### config.mk
export PLATFORM = sky130hd
export DESIGN_NAME = bidir_reg_xcvr
export DESIGN_NICKNAME = d
export VERILOG_FILES = /design/src/rtl/xcvr_pkg.sv /design/src/rtl/xcvr_sync.sv /design/src/rtl/xcvr_dir.sv /design/src/rtl/xcvr_hold.sv /design/src/rtl/bidir_reg_xcvr.sv
export SDC_FILE = /design/constraint.sdc
export NUM_CORES = 1
export LEC_CHECK = 0
export BUFFER_PORTS_ARGS = -buffer_cell sky130_fd_sc_hd__buf_4
export CAP_MARGIN = 20
export CORE_MARGIN = 8
export CORE_UTILIZATION = 57
export CTS_CLUSTER_DIAMETER = 100
export DETAILED_ROUTE_END_ITERATION = 16
export GPL_ROUTABILITY_DRIVEN = 0
export PLACE_DENSITY = 0.94
export SYNTH_ARGS = -nofsm -noshare
export SYNTH_HDL_FRONTEND = slang
export SYNTH_SLANG_ARGS = --single-unit
### constraint.sdc
create_clock -name clk -period 2.4 [get_ports clk]
set_clock_uncertainty 0.2 [all_clocks]
set_input_delay 0.24 -clock clk [delete_from_list [all_inputs] [get_ports clk]]
set_output_delay 0.24 -clock clk [all_outputs]
set_load 0.01 [all_outputs]
### src/rtl/xcvr_pkg.sv
package xcvr_pkg;

    typedef enum logic [1:0] {
        XM_HOLD    = 2'd0,
        XM_PASS    = 2'd1,
        XM_CAPTURE = 2'd2
    } xfer_mode_e;

    // Chooses how a direction's storage behaves this cycle.
    function automatic xfer_mode_e pick_mode(input logic le, input logic ck,
                                             input logic ck_prev, input logic primed);
        xfer_mode_e m;
        if (le)
            m = XM_PASS;
        else if (primed && ck && !ck_prev)
            m = XM_CAPTURE;
        else
            m = XM_HOLD;
        return m;
    endfunction

endpackage

### src/rtl/xcvr_sync.sv
module xcvr_sync #(
    parameter int W = 8
) (
    input  logic         clk,
    input  logic         rst_n,
    input  logic [W-1:0] d,
    output logic [W-1:0] q,
    output logic         vld
);

    typedef struct packed {
        logic [W-1:0] smp;
        logic         vld;
    } sync_t;

    sync_t st_d, st_q;

    always_comb begin
        st_d     = st_q;
        st_d.smp = d;
        st_d.vld = 1'b1;
    end

    always_ff @(posedge clk or negedge rst_n) begin
        if (!rst_n) st_q <= '0;
        else        st_q <= st_d;
    end

    assign q   = st_q.smp;
    assign vld = st_q.vld;

endmodule

### src/rtl/xcvr_dir.sv
module xcvr_dir
    import xcvr_pkg::*;
#(
    parameter int W = 18
) (
    input  logic         clk,
    input  logic         rst_n,
    input  logic         vld,
    input  logic         oe,
    input  logic         le,
    input  logic         ck,
    input  logic [W-1:0] din,
    output logic [W-1:0] dout,
    output logic         dout_en
);

    typedef struct packed {
        logic [W-1:0] store;
        logic         en;
        logic         ck_prev;
        logic         primed;
    } dir_t;

    dir_t       st_d, st_q;
    xfer_mode_e mode;

    always_comb begin
        mode         = pick_mode(le, ck, st_q.ck_prev, st_q.primed);
        st_d         = st_q;
        st_d.en      = oe;
        st_d.ck_prev = ck;
        st_d.primed  = vld;
        case (mode)
            XM_PASS, XM_CAPTURE: st_d.store = din;
            default:             st_d.store = st_q.store;
        endcase
    end

    always_ff @(posedge clk or negedge rst_n) begin
        if (!rst_n) st_q <= '0;
        else        st_q <= st_d;
    end

    assign dout    = st_q.store;
    assign dout_en = st_q.en;

    a_r1_transparent: assert property (@(posedge clk) disable iff (!rst_n)
        le |=> dout == $past(din));

    a_r2_low_clock_hold: assert property (@(posedge clk) disable iff (!rst_n)
        (!le && !ck) |=> $stable(dout));

    a_r3_edge_capture: assert property (@(posedge clk) disable iff (!rst_n)
        (vld && $past(vld) && !le && ck && !$past(ck)) |=> dout == $past(din));

    a_r4_enable_on: assert property (@(posedge clk) disable iff (!rst_n)
        oe |=> dout_en);

    a_r4_enable_off: assert property (@(posedge clk) disable iff (!rst_n)
        !oe |=> !dout_en);

endmodule

### src/rtl/xcvr_hold.sv
module xcvr_hold #(
    parameter int W = 18
) (
    input  logic         clk,
    input  logic         rst_n,
    input  logic         ext_en,
    input  logic [W-1:0] ext,
    input  logic         own_en,
    input  logic [W-1:0] own,
    output logic [W-1:0] seen,
    output logic [W-1:0] bus
);

    typedef struct packed {
        logic [W-1:0] level;
    } hold_t;

    hold_t st_d, st_q;

    always_comb begin
        if (ext_en)      seen = ext;
        else if (own_en) seen = own;
        else             seen = st_q.level;
        st_d       = st_q;
        st_d.level = seen;
    end

    always_ff @(posedge clk or negedge rst_n) begin
        if (!rst_n) st_q <= '0;
        else        st_q <= st_d;
    end

    assign bus = st_q.level;

    a_r8_float_keeps: assert property (@(posedge clk) disable iff (!rst_n)
        (!ext_en && !own_en) |=> $stable(bus));

    a_r8_external_wins: assert property (@(posedge clk) disable iff (!rst_n)
        ext_en |=> bus == $past(ext));

    a_r8_own_drive: assert property (@(posedge clk) disable iff (!rst_n)
        (!ext_en && own_en) |=> bus == $past(own));

endmodule

### src/rtl/bidir_reg_xcvr.sv
module bidir_reg_xcvr #(
    parameter int GROUPS = 2,
    parameter int WIDTH  = 18
) (
    input  logic                      clk,
    input  logic                      rst_n,
    input  logic [GROUPS-1:0]         ab_oe,
    input  logic [GROUPS-1:0]         ba_oe_n,
    input  logic [GROUPS-1:0]         ab_le,
    input  logic [GROUPS-1:0]         ba_le,
    input  logic [GROUPS-1:0]         ab_ck,
    input  logic [GROUPS-1:0]         ba_ck,
    input  logic [GROUPS*WIDTH-1:0]   a_in,
    input  logic [GROUPS-1:0]         a_in_en,
    input  logic [GROUPS*WIDTH-1:0]   b_in,
    input  logic [GROUPS-1:0]         b_in_en,
    output logic [GROUPS*WIDTH-1:0]   a_out,
    output logic [GROUPS-1:0]         a_out_en,
    output logic [GROUPS*WIDTH-1:0]   b_out,
    output logic [GROUPS-1:0]         b_out_en,
    output logic [GROUPS*WIDTH-1:0]   a_bus,
    output logic [GROUPS*WIDTH-1:0]   b_bus
);

    localparam int N      = GROUPS * WIDTH;
    localparam int CTL_W  = 8 * GROUPS;
    localparam int SYNC_W = CTL_W + 2 * N;

    logic [SYNC_W-1:0] raw, smp;
    logic              smp_vld;

    logic [GROUPS-1:0] ab_oe_s, ba_oe_s, ab_le_s, ba_le_s, ab_ck_s, ba_ck_s;
    logic [GROUPS-1:0] a_en_s, b_en_s;
    logic [N-1:0]      a_in_s, b_in_s;
    logic [N-1:0]      a_seen, b_seen;

    // The B-to-A enable is inverted before sampling, so a reset value of zero means disabled.
    assign raw = {ab_oe, ~ba_oe_n, ab_le, ba_le, ab_ck, ba_ck, a_in_en, b_in_en, a_in, b_in};

    xcvr_sync #(.W(SYNC_W)) u_sync (
        .clk  (clk),
        .rst_n(rst_n),
        .d    (raw),
        .q    (smp),
        .vld  (smp_vld)
    );

    assign {ab_oe_s, ba_oe_s, ab_le_s, ba_le_s, ab_ck_s, ba_ck_s,
            a_en_s, b_en_s, a_in_s, b_in_s} = smp;

    for (genvar g = 0; g < GROUPS; g++) begin : g_grp
        xcvr_hold #(.W(WIDTH)) u_hold_a (
            .clk   (clk),
            .rst_n (rst_n),
            .ext_en(a_en_s[g]),
            .ext   (a_in_s[g*WIDTH +: WIDTH]),
            .own_en(a_out_en[g]),
            .own   (a_out[g*WIDTH +: WIDTH]),
            .seen  (a_seen[g*WIDTH +: WIDTH]),
            .bus   (a_bus[g*WIDTH +: WIDTH])
        );

        xcvr_hold #(.W(WIDTH)) u_hold_b (
            .clk   (clk),
            .rst_n (rst_n),
            .ext_en(b_en_s[g]),
            .ext   (b_in_s[g*WIDTH +: WIDTH]),
            .own_en(b_out_en[g]),
            .own   (b_out[g*WIDTH +: WIDTH]),
            .seen  (b_seen[g*WIDTH +: WIDTH]),
            .bus   (b_bus[g*WIDTH +: WIDTH])
        );

        xcvr_dir #(.W(WIDTH)) u_ab (
            .clk    (clk),
            .rst_n  (rst_n),
            .vld    (smp_vld),
            .oe     (ab_oe_s[g]),
            .le     (ab_le_s[g]),
            .ck     (ab_ck_s[g]),
            .din    (a_seen[g*WIDTH +: WIDTH]),
            .dout   (b_out[g*WIDTH +: WIDTH]),
            .dout_en(b_out_en[g])
        );

        xcvr_dir #(.W(WIDTH)) u_ba (
            .clk    (clk),
            .rst_n  (rst_n),
            .vld    (smp_vld),
            .oe     (ba_oe_s[g]),
            .le     (ba_le_s[g]),
            .ck     (ba_ck_s[g]),
            .din    (b_seen[g*WIDTH +: WIDTH]),
            .dout   (a_out[g*WIDTH +: WIDTH]),
            .dout_en(a_out_en[g])
        );
    end

    // the first sampled cycle after reset never drives either port.
    a_r9_quiet_after_reset: assert property (@(posedge clk) disable iff (!rst_n)
        !smp_vld |=> (a_out_en == '0) && (b_out_en == '0));

endmodule

==> flow_summary.toml <==
[clock_network]
post_cts_buffers = 0
cts_buffers = 24
h-tree-depth = 1
cts_root_buf = "clkbuf_16"
cts_tree = "yes"
clkLatencyLatePin_ps = 510
cts_max_path_buffers = 3
cts.sink_count = 242
clkSlewWorstSetupHoldPaths_ps = 70

[pwr]
p_switching_mw = 2.82
p_sw_share_pct = 25.8
combPwrFrac_pct = 17.8
ir_drop_uv = 801
internal-power_mw = 8.10
seqPwrFrac_pct = 44.5
p_per_area_nw_per_um2 = 866
power_leakage_nw = 6.23
clkPwrFrac_pct = 37.7

[placement]
dp_hpwl_mm = 15.4
portBuffers = 237

[global_routing]
grt-ovfl-total = 0
grt_max_degree = 68
track_usage_pct = 23.9
grt_pass1_vias = 6916
grt_pass1_wl_mm = 40.0
antenna_found_initial = 3

[routing]
route.detailed.drc = 0
drt.antenna.violating_nets = 0
wire_per_inst_um = 22.1
drt_iter0_markers = 254
drt-pass1-iter-count = 4
num_vias = 5987
routed_via_density = 5.19
wl_mm = 25.5

[synth]
ys_ff_latch = 242
ys_types = 15
synth_area_um2 = 9480
syn_inst = 649
synth_area_per_cell_um2 = 14.6
syn_nets = 739
seq_area_frac_synth_pct = 63.9
synth_warnings = 0

[critical_path]
startpoint_type = "register"
path_max_fanout = 19
setup.worst_path.end_class = "output port"
rrSetupSlack_ps = 610
reg2reg_depth = 4
criticalPathCategory = "reg2out"
cp.required_ps = 1960
cp.arrival_ps = 1400

[sta]
drv_slew = 0
rsz0062_at_grt = "no"
final.min_clock_period_ps = 1840
fmax_mhz = 544
setup_violations = 0
setup-tns-final_ps = 0
period_share_pct = 76.7
hold_violations = 0

[job]
maxCapViolCount = 0

[final_layout]
nFillCells = 886
area_delta_synth_final_pct = 33.0
utilization_pct = 76.8
final_cell_mix = "buf_4, dfrtp_1, dlygate4sd3_1"
drive_above_1_share_pct = 43.8
final_nets = 1002
mostFrequentLayoutCell = "buf_4"

[floorplan]
die_h_um = 145
die_area_um2 = 21000
die_x_um = 145
start_util_pct = 57.8
row_count = 47
fp.coreArea_um2 = 16400
ios = 238

[min_path]
hold_class = "in2async"

[run_status]
status = "completed"
## cells in the mapped netlist (all sizes together)
cell | count | area [µm²]
mux2 | 72 | 980
nand2 | 72 | 270
a31o | 4 | 35.0
mux2i | 72 | 721
o21ai | 72 | 510
dfrtp | 242 | 6060
buf | 108 | 885
inv | 6 | 22.5
conb | 1 | 3.75
## through the flow
stage / power (mW) / cells / setup WS [ps] / hold slack [ps] / area, µm²
2_1_floorplan: 5.98 / 649 / 918 / -256 / 9480
3_3_place_gp: 6.62 / 1017 / 761 / -25.5 / 10800
3_5_place_dp: 6.71 / 1017 / 715 / -26.3 / 10800
4_1_cts: 10.9 / 1150 / 543 / 28.9 / 12600
5_1_grt: 11.3 / 1153 / 505 / 55.5 / 12600
6_report: 10.9 / 1153 / 560 / 31.7 / 12600
## final cells by class
cell class	instances	area, µm²	area share (%)
Sequential cell	242	6060	48.0
Timing Repair Buffer	345	2860	22.7
Antenna cell	3	7.51	0.0595
Inverter	6	22.5	0.179
Tap cell	220	275	2.18
Clock buffer	32	682	5.41
Clock inverter	12	188	1.49
Multi-Input combinational cell	293	2520	20.0
## metal layers
| layer | GRT usage [%] | vias to the layer above | wire length [µm] |
|---|---|---|---|
| li1 | - | 2643 | - |
| met1 | 26.8 | 3043 | 9400 |
| met2 | 42.1 | 231 | 13400 |
| met3 | 5.32 | 70 | 1450 |
| met4 | 12.5 | 0 | 1210 |
| met5 | 0 | - | 0 |
## worst paths after layout
check / startpoint / endpoint
hold reg to reg: u_sync.q[86] / g_grp[0].u_ab.dout_en
min in group clk: u_sync.q[86] / g_grp[0].u_ab.dout_en
max in group asynchronous: rst_n / g_grp[0].u_ba.dout[7]
setup / recovery: g_grp[1].u_ab.dout_en / b_out_en[1]
hold / removal: rst_n / g_grp[0].u_ab.dout[3]
setup reg to reg: g_grp[0].u_ab.dout_en / g_grp[0].u_ba.dout[5]
## worst max-delay path, stage by stage, from the launching register on
cell	delay, ps
dfrtp_1	330
buf_4	370
buf_4	200
## power groups by stage
stage	sequential, mW	combinational [mW]	clock [mW]
floorplan	4.86	1.12	0
global placement	4.89	1.74	0
detailed placement	4.90	1.81	0
CTS	4.85	1.94	4.14
global route	4.91	2.07	4.32
finish	4.86	1.95	4.11
## cells by family (layout without fill, tap and decap cells)
kind of cell / count (synthesis) / after routing / share of synthesized area [%]
buf+inv: 114 / 395 / 9.57
other cells: 1 / 4 / 0.0395
compound gates: 76 / 76 / 5.75
mux: 144 / 144 / 17.9
flops: 242 / 242 / 63.9
simple gates: 72 / 72 / 2.85
## state kept, by name, summed over array words and instances, names as in the netlist
signal              count
g_grp.u_ab.dout        36
g_grp.u_ab.dout_en      2
u_sync.vld              1
g_grp.u_ba.dout        36
g_grp.u_hold_a.bus     36
g_grp.u_hold_b.bus     36
g_grp.u_ba.dout_en      2
g_grp.u_ba.st_q         3
g_grp.u_ab.st_q         2
u_sync.q               88
## timing repair
item / 4_1_cts / 5_1_grt
hold buffers: 89 / 0
endpoints found under the hold margin: 330 / 0
gates resized for setup: 0 / 0
No activity file was read; power rests on OpenSTA's default activity.
